`src/rtl/can_mbox_pkg.sv`:
```
`timescale 1ns/1ps
package can_mbox_pkg;
    localparam int unsigned CAN_ID_W   = 11;
    localparam int unsigned CAN_DATA_W = 64;

    typedef struct packed {
        logic [CAN_ID_W-1:0]   id;
        logic [CAN_DATA_W-1:0] data;
    } can_msg_t;
endpackage

```
`src/rtl/can_tx_sel.sv`:
```
`timescale 1ns/1ps
module can_tx_sel
    import can_mbox_pkg::*;
#(
    parameter int unsigned NUM_MBOX = 3
) (
    input  logic                                       clk,
    input  logic                                       rst_n,
    input  logic                                       cfg_req_order,
    input  logic                                       ld_valid,
    input  logic [((NUM_MBOX > 1) ? $clog2(NUM_MBOX) : 1)-1:0] ld_idx,
    input  can_msg_t                                   ld_msg,
    input  logic                                       tx_done,
    output logic                                       tx_valid,
    output logic [((NUM_MBOX > 1) ? $clog2(NUM_MBOX) : 1)-1:0] tx_idx,
    output can_msg_t                                   tx_msg,
    output logic [NUM_MBOX-1:0]                        pending
);
    localparam int unsigned IDX_W = (NUM_MBOX > 1) ? $clog2(NUM_MBOX) : 1;
    localparam int unsigned CNT_W = $clog2(NUM_MBOX + 1);
    localparam logic [IDX_W:0] NUM_L = (IDX_W + 1)'(NUM_MBOX);

    typedef struct packed {
        logic [NUM_MBOX-1:0]            pend;
        logic [NUM_MBOX-1:0][IDX_W-1:0] rank;
        can_msg_t [NUM_MBOX-1:0]        msg;
    } sel_state_t;

    sel_state_t            st_q, st_d;
    logic [IDX_W-1:0]      id_pick, ord_pick, pick;
    logic [CAN_ID_W-1:0]   best_id;
    logic                  found;
    logic [NUM_MBOX-1:0]   head_vec;
    logic [NUM_MBOX-1:0]   below_vec;
    logic [CNT_W-1:0]      n_pend;
    logic                  done_hit;
    logic                  ld_ok;

    // per-mailbox head marker (age rank zero)
    for (genvar g = 0; g < NUM_MBOX; g++) begin : g_head
        assign head_vec[g]  = st_q.pend[g] && (st_q.rank[g] == '0);
        assign below_vec[g] = st_q.pend[g] && (st_q.msg[g].id < tx_msg.id);
    end

    // selection under both policies
    always_comb begin
        id_pick  = '0;
        best_id  = '1;
        found    = 1'b0;
        ord_pick = '0;
        n_pend   = '0;
        for (int i = 0; i < NUM_MBOX; i++) begin
            if (st_q.pend[i] && (!found || (st_q.msg[i].id < best_id))) begin
                found   = 1'b1;
                best_id = st_q.msg[i].id;
                id_pick = IDX_W'(i);
            end
            if (head_vec[i]) begin
                ord_pick = IDX_W'(i);
            end
            n_pend = n_pend + CNT_W'(st_q.pend[i]);
        end
        pick = cfg_req_order ? ord_pick : id_pick;
    end

    assign tx_valid = |st_q.pend;
    assign tx_idx   = pick;
    assign tx_msg   = st_q.msg[pick];
    assign pending  = st_q.pend;
    assign done_hit = tx_done && tx_valid;
    assign ld_ok    = ld_valid && ({1'b0, ld_idx} < NUM_L) && !st_q.pend[ld_idx];

    // next-state
    always_comb begin
        st_d = st_q;
        if (done_hit) begin
            st_d.pend[pick] = 1'b0;
            for (int i = 0; i < NUM_MBOX; i++) begin
                if (st_q.pend[i] && (st_q.rank[i] > st_q.rank[pick])) begin
                    st_d.rank[i] = st_q.rank[i] - IDX_W'(1);
                end
            end
        end
        if (ld_ok) begin
            st_d.pend[ld_idx] = 1'b1;
            st_d.msg[ld_idx]  = ld_msg;
            st_d.rank[ld_idx] = IDX_W'(n_pend - CNT_W'(done_hit));
        end
    end

    always_ff @(posedge clk) begin
        if (!rst_n) begin
            st_q <= '0;
        end else begin
            st_q <= st_d;
        end
    end

    AST_ID_MIN: assert property (@(posedge clk) disable iff (!rst_n)
        (tx_valid && !cfg_req_order) |-> (below_vec == '0));
    AST_ONE_HEAD: assert property (@(posedge clk) disable iff (!rst_n)
        (|st_q.pend) |-> ($countones(head_vec) == 1));
    AST_DONE_FREES: assert property (@(posedge clk) disable iff (!rst_n)
        (tx_done && tx_valid) |=> !st_q.pend[$past(tx_idx)]);
    AST_NO_SPONT_FREE: assert property (@(posedge clk) disable iff (!rst_n)
        !tx_done |=> ((st_q.pend & $past(st_q.pend)) == $past(st_q.pend)));
endmodule

```
`src/rtl/can_rx_fifo.sv`:
```
`timescale 1ns/1ps
module can_rx_fifo
    import can_mbox_pkg::*;
#(
    parameter int unsigned DEPTH = 3
) (
    input  logic                         clk,
    input  logic                         rst_n,
    input  logic                         cfg_lock,
    input  logic                         push,
    input  can_msg_t                     push_msg,
    input  logic                         pop,
    input  logic                         ovr_clr,
    output logic                         head_valid,
    output can_msg_t                     head_msg,
    output logic [$clog2(DEPTH+1)-1:0]   count,
    output logic                         ovr
);
    localparam int unsigned PTR_W = $clog2(DEPTH);
    localparam int unsigned CNT_W = $clog2(DEPTH + 1);
    localparam int unsigned SUM_W = CNT_W + 1;
    localparam logic [SUM_W-1:0] DEPTH_S = SUM_W'(DEPTH);
    localparam logic [CNT_W-1:0] FULL_C  = CNT_W'(DEPTH);

    typedef struct packed {
        can_msg_t [DEPTH-1:0] mem;
        logic [PTR_W-1:0]     head;
        logic [CNT_W-1:0]     cnt;
        logic                 ovr;
    } fifo_state_t;

    fifo_state_t      st_q, st_d;
    logic             do_pop;
    logic             lost;
    logic [CNT_W-1:0] cnt_a;
    logic [PTR_W-1:0] head_a;

    function automatic logic [PTR_W-1:0] wrap_idx(input logic [SUM_W-1:0] v);
        return (v >= DEPTH_S) ? PTR_W'(v - DEPTH_S) : PTR_W'(v);
    endfunction

    always_comb begin
        st_d   = st_q;
        lost   = 1'b0;
        do_pop = pop && (st_q.cnt != '0);
        cnt_a  = st_q.cnt - CNT_W'(do_pop);
        head_a = do_pop ? wrap_idx(SUM_W'(st_q.head) + SUM_W'(1)) : st_q.head;
        if (push) begin
            if (SUM_W'(cnt_a) < DEPTH_S) begin
                st_d.mem[wrap_idx(SUM_W'(head_a) + SUM_W'(cnt_a))] = push_msg;
                cnt_a = cnt_a + CNT_W'(1);
            end else begin
                lost = 1'b1;
                if (!cfg_lock) begin
                    st_d.mem[wrap_idx(SUM_W'(head_a) + DEPTH_S - SUM_W'(1))] = push_msg;
                end
            end
        end
        st_d.head = head_a;
        st_d.cnt  = cnt_a;
        st_d.ovr  = (st_q.ovr && !ovr_clr) || lost;
    end

    always_ff @(posedge clk) begin
        if (!rst_n) begin
            st_q <= '0;
        end else begin
            st_q <= st_d;
        end
    end

    assign head_valid = (st_q.cnt != '0);
    assign head_msg   = st_q.mem[st_q.head];
    assign count      = st_q.cnt;
    assign ovr        = st_q.ovr;

    AST_CNT_BOUND: assert property (@(posedge clk) disable iff (!rst_n)
        count <= FULL_C);
    AST_EMPTY_POP: assert property (@(posedge clk) disable iff (!rst_n)
        (!head_valid && pop && !push) |=> !head_valid);
    AST_KEEP_OLDEST: assert property (@(posedge clk) disable iff (!rst_n)
        (!cfg_lock && push && !pop && count == FULL_C) |=> ($stable(head_msg) && count == FULL_C));
    AST_LOCK_DISCARD: assert property (@(posedge clk) disable iff (!rst_n)
        (cfg_lock && push && !pop && count == FULL_C) |=> $stable(st_q.mem));
    AST_LOSS_FLAG: assert property (@(posedge clk) disable iff (!rst_n)
        (push && !pop && count == FULL_C) |=> ovr);
    AST_FLAG_STICKY: assert property (@(posedge clk) disable iff (!rst_n)
        (ovr && !ovr_clr) |=> ovr);
    AST_SWAP_FULL: assert property (@(posedge clk) disable iff (!rst_n)
        (push && pop && count == FULL_C) |=> (count == FULL_C));
endmodule

```
`src/rtl/can_mbox_mgr.sv`:
```
`timescale 1ns/1ps
module can_mbox_mgr
    import can_mbox_pkg::*;
#(
    parameter int unsigned NUM_MBOX   = 3,
    parameter int unsigned FIFO_DEPTH = 3
) (
    input  logic                              clk,
    input  logic                              rst_n,
    input  logic                              cfg_tx_by_order,
    input  logic                              cfg_rx_lock,
    input  logic                              ld_valid,
    input  logic [$clog2(NUM_MBOX)-1:0]       ld_idx,
    input  logic [CAN_ID_W-1:0]               ld_id,
    input  logic [CAN_DATA_W-1:0]             ld_data,
    output logic [NUM_MBOX-1:0]               mbox_pending,
    output logic                              tx_valid,
    output logic [$clog2(NUM_MBOX)-1:0]       tx_idx,
    output logic [CAN_ID_W-1:0]               tx_id,
    output logic [CAN_DATA_W-1:0]             tx_data,
    input  logic                              tx_done,
    input  logic                              rx_valid,
    input  logic [CAN_ID_W-1:0]               rx_id,
    input  logic [CAN_DATA_W-1:0]             rx_data,
    output logic                              rd_valid,
    output logic [CAN_ID_W-1:0]               rd_id,
    output logic [CAN_DATA_W-1:0]             rd_data,
    input  logic                              rd_pop,
    output logic [$clog2(FIFO_DEPTH+1)-1:0]   rx_count,
    output logic                              ovr_flag,
    input  logic                              ovr_clr
);
    can_msg_t ld_msg, tx_msg, rx_msg, rd_msg;

    assign ld_msg  = '{id: ld_id, data: ld_data};
    assign rx_msg  = '{id: rx_id, data: rx_data};
    assign tx_id   = tx_msg.id;
    assign tx_data = tx_msg.data;
    assign rd_id   = rd_msg.id;
    assign rd_data = rd_msg.data;

    can_tx_sel #(.NUM_MBOX(NUM_MBOX)) u_tx (
        .clk           (clk),
        .rst_n         (rst_n),
        .cfg_req_order (cfg_tx_by_order),
        .ld_valid      (ld_valid),
        .ld_idx        (ld_idx),
        .ld_msg        (ld_msg),
        .tx_done       (tx_done),
        .tx_valid      (tx_valid),
        .tx_idx        (tx_idx),
        .tx_msg        (tx_msg),
        .pending       (mbox_pending)
    );

    can_rx_fifo #(.DEPTH(FIFO_DEPTH)) u_rx (
        .clk        (clk),
        .rst_n      (rst_n),
        .cfg_lock   (cfg_rx_lock),
        .push       (rx_valid),
        .push_msg   (rx_msg),
        .pop        (rd_pop),
        .ovr_clr    (ovr_clr),
        .head_valid (rd_valid),
        .head_msg   (rd_msg),
        .count      (rx_count),
        .ovr        (ovr_flag)
    );
endmodule

```
`config.mk`:
```
export PLATFORM = sky130hd
export DESIGN_NAME = can_mbox_mgr
export DESIGN_NICKNAME = d
export VERILOG_FILES = /design/src/rtl/can_mbox_pkg.sv /design/src/rtl/can_tx_sel.sv /design/src/rtl/can_rx_fifo.sv /design/src/rtl/can_mbox_mgr.sv
export SDC_FILE = /design/constraint.sdc
export NUM_CORES = 1
export LEC_CHECK = 0
export BUFFER_PORTS_ARGS = -buffer_cell sky130_fd_sc_hd__buf_2
export CAP_MARGIN = 20
export CORE_MARGIN = 2
export CORE_UTILIZATION = 57
export CTS_CLUSTER_DIAMETER = 80
export DETAILED_ROUTE_END_ITERATION = 10
export PLACE_DENSITY = 0.8
export SLEW_MARGIN = 20
export SYNTH_ARGS = -nofsm -noshare
export SYNTH_HDL_FRONTEND = slang
export SYNTH_SLANG_ARGS = --single-unit
```
`constraint.sdc`:
```
create_clock -name clk -period 7.7 [get_ports clk]
set_input_delay 0.385 -clock clk [delete_from_list [all_inputs] [get_ports clk]]
set_output_delay 0.385 -clock clk [all_outputs]
set_load 0.03 [all_outputs]
```
### Word level (Yosys, flattened, before mapping)

Index checks and enable logic that the tools add are counted.
Widths: inputs -> output; s select.

| operators by class | value |
|---|---|
| multiply operators | 0 |
| divide/modulo/power cells | 0 |
| reductions and logical operators | 28 |
| bitwise gates (word level) | 3 |
| mux-type cells | 48 |
| add/sub/neg operators | 15 |
| equality and inequality tests | 1 |
| shift operators | 0 |
| $lt $le $gt $ge | 19 |

Operator list:

| operator | number |
|---|---|
| $bwmux 225 | 3 |
| $demux 75 s2 | 3 |
| $mux 225 | 2 |
| $mux 75 | 5 |
| $bmux 75 s2 | 2 |
| $mux 234 | 1 |
| $mux 2 | 14 |
| $lt 11x11->1 | 2 |
| $mux 11 | 2 |
| $logic_and 1x1->1 | 16 |
| $lt 2x3->1 const B | 5 |
| $ge 3x2->1 const B | 3 |
| $mux 1 | 9 |
| $mux 9 | 1 |
| $ge 2x1->1 const B | 4 |
| $bwmux 6 | 1 |
| $gt 2x2->1 | 3 |
| $sub 2x1->2 const B | 3 |
| $sub 2x2->2 const B | 3 |
| $bmux 2 s2 | 1 |
| $demux 1 s2 | 2 |
| $demux 2 s2 | 1 |
| $logic_not 1->1 | 4 |
| $logic_not 2->1 | 2 |
| 18 further kinds | 22 |

| word-level totals | value |
|---|---|
| output and inout bits | 160 |
| latch bits | 0 |
| register bits | 464 |
| logic and storage cells | 133 |
| memory bits (writable) | 0 |
| memories | 0 |
| ROM bits | 0 |

### Logic depth before layout (Yosys ltp)

| depth | value |
|---|---|
| depth in word-level cells | 19 |
| depth in mapped cells | 27 |

### Hierarchy

A second synthesis with hierarchy kept.

| unflattened totals | value |
|---|---|
| cells, all modules | 2572 |
| area total of the unflattened synthesis | 20973.9 um2 |

By module, submodules not included:

| module | cells an instance | instances | seq. area each (um2) | area an instance (um2) |
|---|---|---|---|---|
| can_tx_sel | 1450 | 1 | 4684.5 | 11013.1 |
| can_rx_fifo | 1122 | 1 | 4604.4 | 9960.8 |

### Worst setup path before layout

No wires, ideal clock.

| timing path | value |
|---|---|
| path type | flip-flop to flip-flop |
| from | reg u_tx.st_q, in the netlist u_tx.pending[0] |
| to | reg u_tx.st_q[227] in the netlist's numbering |
| setup slack | 0.723 ns |
| setup time | 0.074 ns |
| cell stages (with the launch flop) | 27 |
| arrival | 6.903 ns |
| path buffers | 4 |
| path through | dfxtp_1 > buf_1 > clkbuf_1 > nor2b_1 > ha_1 > and3_1 > a221o_1 > a22o_1 > or2_1 > a21oi_1 > mux2_2 > ha_1 > and3_1 > o221ai_1 > a21oi_1 > nor2_1 > a2111oi_4 > a21o_1 > buf_2 > clkbuf_1 > o21ai_0 > ha_1 > nor2_1 > nand3b_1 > a22o_1 > or3_1 > a31oi_1 |

| between the ends | value |
|---|---|
| word-level cells in the longest chain between the ends | 18 |

RTL lines:

| element | RTL line | source |
|---|---|---|
| from (decl) | can_tx_sel.sv:29 | `sel_state_t st_q, st_d;` |
| from (signal assigned) | can_tx_sel.sv:95 | `st_q <= st_d;` |
| $mux 11 / $mux 1 (equally long branches) | can_tx_sel.sv:53 | `if (st_q.pend[i] && (!found \|\| (st_q.msg[i].id < best_id))) begin` |
| $lt 11x11->1 / $logic_not 1->1 (equally long branches) | can_tx_sel.sv:53 |  |
| $logic_or 1x1->1 | can_tx_sel.sv:53 |  |
| $logic_and 1x1->1 | can_tx_sel.sv:53 |  |
| $mux 11 / $mux 1 (equally long branches) | can_tx_sel.sv:53 |  |
| $lt 11x11->1 / $logic_not 1->1 (equally long branches) | can_tx_sel.sv:53 |  |
| $logic_or 1x1->1 | can_tx_sel.sv:53 |  |
| $logic_and 1x1->1 | can_tx_sel.sv:53 |  |
| [2 not listed] | -- |  |
| net tx_idx[0] | can_mbox_mgr.sv:18 | `output logic [$clog2(NUM_MBOX)-1:0] tx_idx,` |
| $bmux 2 s2 (*) | can_tx_sel.sv:79 | `if (st_q.pend[i] && (st_q.rank[i] > st_q.rank[pick])) begin` |
| $mux 2 (implied by the code) (*) | can_tx_sel.sv:79 |  |
| $gt 2x2->1 (*) | can_tx_sel.sv:79 |  |
| $logic_and 1x1->1 (*) | can_tx_sel.sv:79 |  |
| $mux 2 (*) | can_tx_sel.sv:79 |  |
| $mux 9 (*) | can_tx_sel.sv:76 | `if (done_hit) begin` |
| $bwmux 6 | can_tx_sel.sv:87 | `st_d.rank[ld_idx] = IDX_W'(n_pend - CNT_W'(done_hit));` |
| $mux 234 (*) | can_tx_sel.sv:84 | `if (ld_ok) begin` |

The timed path passes the listed nets; every way through them passes the cells marked *. The select of a mux whose other input is x is not followed.
A chain may end at the register's enable or synchronous reset.

### Worst setup path after layout

| timing path | value |
|---|---|
| from | reg u_tx.st_q, in the netlist u_tx.pending[0] |
| to | out tx_id[3] |

| between the ends | value |
|---|---|
| word-level cells in the longest chain between the ends | 12 |

RTL lines:

| element | RTL line | source |
|---|---|---|
| $mux 11 / $mux 1 (equally long branches) | can_tx_sel.sv:53 |  |
| $lt 11x11->1 / $logic_not 1->1 (equally long branches) | can_tx_sel.sv:53 |  |
| $logic_or 1x1->1 | can_tx_sel.sv:53 |  |
| $logic_and 1x1->1 | can_tx_sel.sv:53 |  |
| $mux 11 / $mux 1 (equally long branches) | can_tx_sel.sv:53 |  |
| $lt 11x11->1 / $logic_not 1->1 (equally long branches) | can_tx_sel.sv:53 |  |
| $logic_or 1x1->1 | can_tx_sel.sv:53 |  |
| $logic_and 1x1->1 | can_tx_sel.sv:53 |  |
| $mux 2 (*) | can_tx_sel.sv:53 |  |
| $mux 2 (*) | can_tx_sel.sv:63 | `pick = cfg_req_order ? ord_pick : id_pick;` |
| $bmux 75 s2 (*) | can_tx_sel.sv:68 | `assign tx_msg = st_q.msg[pick];` |
| $mux 75 (implied by the code) (*) | can_tx_sel.sv:68 |  |
| to (decl) | can_mbox_mgr.sv:19 | `output logic [CAN_ID_W-1:0] tx_id,` |

Mark *: on every way between the ends. The rest lies on a longest branch, timed or not. The select of a mux whose other input is x is not followed.

==> run_results.csv <==
group,metric,value,unit
setup_path,worst_path_max_delay_cell,"buf_4",
clock_tree,clock_sinks,464,
grt,grt_pass1_wl,94140,microns
final_layout,area_delta_synth_final,16.23,%
final_layout,fin_util,67.41,%
grt,track_usage,29.60,%
final_layout,final_cells,3340,
flow_run,drv_cap,0,
sta,rsz0062_at_grt,"false",
sta,drv_slew,0,
die,num_rows,70,
logic_synthesis,synthAdderAreaFrac,2.069,%
logic_synthesis,synth_top_area_share,43.64,%
grt,met1_usage,34.58,%
logic_synthesis,yosysWarnings,0,
clock_tree,numCtsBuffers,49,
logic_synthesis,synth_area_leader_cell,"dfxtp_1",
grt,grt_max_degree,271,
logic_synthesis,synth_cells,2648,
sta,finalHoldViolations,0,
clock_tree,insertion_delay,0.59,ns
sta,period_needed,7.134,ns
grt,antenna_found_initial,18,
logic_synthesis,synthArstFlopShare,0,%
sta,finClkSkew,0.02031,ns
sta,finalCritPeriodShare,92.65,%
logic_synthesis,muxShareOfSynthArea,4.203,%
clock_tree,clk_pin_slew,0.07,ns
sta,setup_violations,0,
detailed_routing,wl_per_cell,17.66,microns
detailed_routing,via_per_inst,5.748,
pwr,power.leakage,9.540,nW
sta,setup_tns,0,ns
grt,grtUsageMet2,51.41,%
logic_synthesis,ys_seq_area_share,43.64,%
logic_synthesis,synth_area_per_cell,8.038,sq um
clock_tree,hold_buffers,0,
setup_path,critical_path_class,"reg2out",
detailed_routing,ant_nets,0,
logic_synthesis,synth_area_leaders,"dfxtp_1 (44%), nand2_1 (17%), a21boi_0 (16%), mux2i_1 (3.6%), a221o_1 (3.6%)",
clock_tree,h-tree-depth,2,
setup_path,startpoint_type,"register",
placed_design,placedCellCount,3238,
die,die_x,197.2,microns
grt,grt_use_met3,6.505,%
die,design.core.area,36700,sq um
clock_tree,cts_root_buf,"clkbuf_16",
final_layout,fillCellCount,2936,
final_layout,nets,3016,
sta,worstMarginPinSlew,1.147,ns
sta,hold_slack,0.06137,ns
hold_path,min-delay-path-class,"in2reg",
clock_tree,cts_setup_buffers,0,
clock_tree,postCtsResizedCells,1,
pwr,power_density,356.6,nW/um^2
detailed_routing,drt_iter0_markers,1628,
die,start_util,58.00,%
logic_synthesis,synth.most_common_cell,"nand2_1",
outcome,status,"complete, no violations",
sta,fmax,0.1402,GHz
setup_path,slowest_delay,0.71,ns
detailed_routing,vias,19197,
final_layout,drive_above_1_share,15.91,%
logic_synthesis,ys_types,60,
setup_path,critPathMaxFanout,78,
logic_synthesis,synthesis.area,21280,sq um
setup_path,crit_required,7.32,ns
logic_synthesis,synth-seq-cells,464,
grt,top_usage_layer,"met2",
logic_synthesis,syn_nets,2843,
logic_synthesis,synth_top_family_by_area,"compound AO/OA/AOI/OAI gates",
setup_path,cp_cell_sequence,"nor2b_1 -> ha_1 -> and3_1 -> a221o_1 -> a22o_1 -> or2_1 -> a21oi_2 -> mux2_2 -> ha_1 -> and3_1 -> o221ai_1 -> a21oi_1 -> nor2_1 -> a2111oi_4 -> a21o_2 -> buf_4 -> a221o_1 -> buf_2",
sta,max_slew_margin,23.53,%
placed_design,routabilityCongestion,0.8593,
setup_path,arrival,6.75,ns
die,dieArea,38900,sq um
grt,grt_pass1_vias,19053,
setup_path,ff2ff_path_depth,23,
logic_synthesis,ys_top_cells_by_count,"nand2_1 (991), dfxtp_1 (464), a21boi_0 (451)",
die,fp.dieH,197.2,microns
logic_synthesis,synth_compound_area_share,23.83,%
clock_tree,clock_path_buffers,3,
logic_synthesis,yosys.area_share.simple,21.81,%
placed_design,port-buffer-count,320,
grt,grt-ovfl-total,0,
placed_design,dp_hpwl,34660,microns
hold_path,whs_path_depth,3,
logic_synthesis,ys.flop_type,"dfxtp_1",
logic_synthesis,synth_xor_area_share,0.08230,%
die,io_pins,321,
setup_path,end_kind,"primary output",
detailed_routing,wl,58980,microns
pwr,ir_drop,0.5992,mV
clock_tree,cts_tree,"yes",
detailed_routing,drtPass1Iterations,6,
detailed_routing,drc,0,
logic_synthesis,synth_edf_count,0,
## state kept, by name, summed over array words and instances, names as in the netlist
signal / count
u_tx.st_q: 231
u_rx.st_q: 227
u_tx.pending: 3
u_rx.count: 2
u_rx.ovr: 1
## layer usage
metal,vias up,wire length [microns]
met1,9141,23860
met5,-,63
met2,709,28520
met4,10,1977
met3,143,4553
li1,9194,-
## through the flow
| stage | cell area, sq um | setup slack, ns | power (mW) |
|---|---|---|---|
| after floorplan | 21280 | 0.7230 | 5.251 |
| after global placement | 22830 | 0.9087 | 6.015 |
| after detailed placement | 22830 | 0.6506 | 6.139 |
| after CTS | 24700 | 0.2683 | 8.837 |
| after global routing | 24730 | 0.1105 | 9.297 |
| final | 24740 | 0.5656 | 8.821 |
## cells by family after synthesis
kind of cell | count (synthesis)
and+or+nand+nor | 1143
AOI/OAI and AO/OA | 677
DFF | 464
buffers and inverters | 240
muxes | 88
adders and majority gates | 34
xor gates and xnor gates | 2
## worst paths after layout
kind | from | endpoint | slack, ns
min | ld_data[1] | u_tx.st_q[151] | 0.06
max reg2reg | u_tx.pending[0] | u_tx.st_q[225] | 1.23
min reg2reg | u_tx.st_q[174] | u_tx.st_q[174] | 0.46
max | u_tx.pending[0] | tx_id[3] | 0.57
## layout by cell type, fill, tap and decap left out, drive strengths merged, types with 3 or more instances in the layout
cell,instances
diode,13
a31oi,6
nor3,7
nor2,12
o21a,3
clkbuf,64
a211oi,6
nand3,6
nor2b,20
inv,30
a221o,76
nand2,991
dfxtp,464
a21oi,18
a21boi,452
and3,5
a21o,5
mux2i,77
bufinv,13
ha,32
and2,83
mux2,11
buf,333
or3,5
o21ai,89
clkinv,10
or2,4
## worst max-delay path, delay by kind of cell (launching register included)
family          cells  cell delay [ns]
compound gates      8             2.53
fa+ha+maj           2             0.56
buf+inv             2             0.93
flops               1             0.63
mux                 1             0.41
simple gates        5             1.02
## layout make-up
class,instances,area (sq um),share of cell area (%)
flip-flops and latches,464,9295,37.57
multi-input cells,1944,11130,45.00
repair buffers,333,1722,6.959
clock buffers,64,1395,5.639
diodes,13,32.53,0.1315
well taps,468,585.6,2.367
inverters,29,108.9,0.4400
clock inverters,25,467.9,1.892
## where the power goes
part           internal (mW)  switching (mW)  leakage (nW)
logic                  0.807            2.08          4.85
clock network           1.71           0.985         0.915
registers               2.95           0.292          3.77
total                   5.47            3.35          9.54
Note: power is estimated with default switching activity, not from simulation.
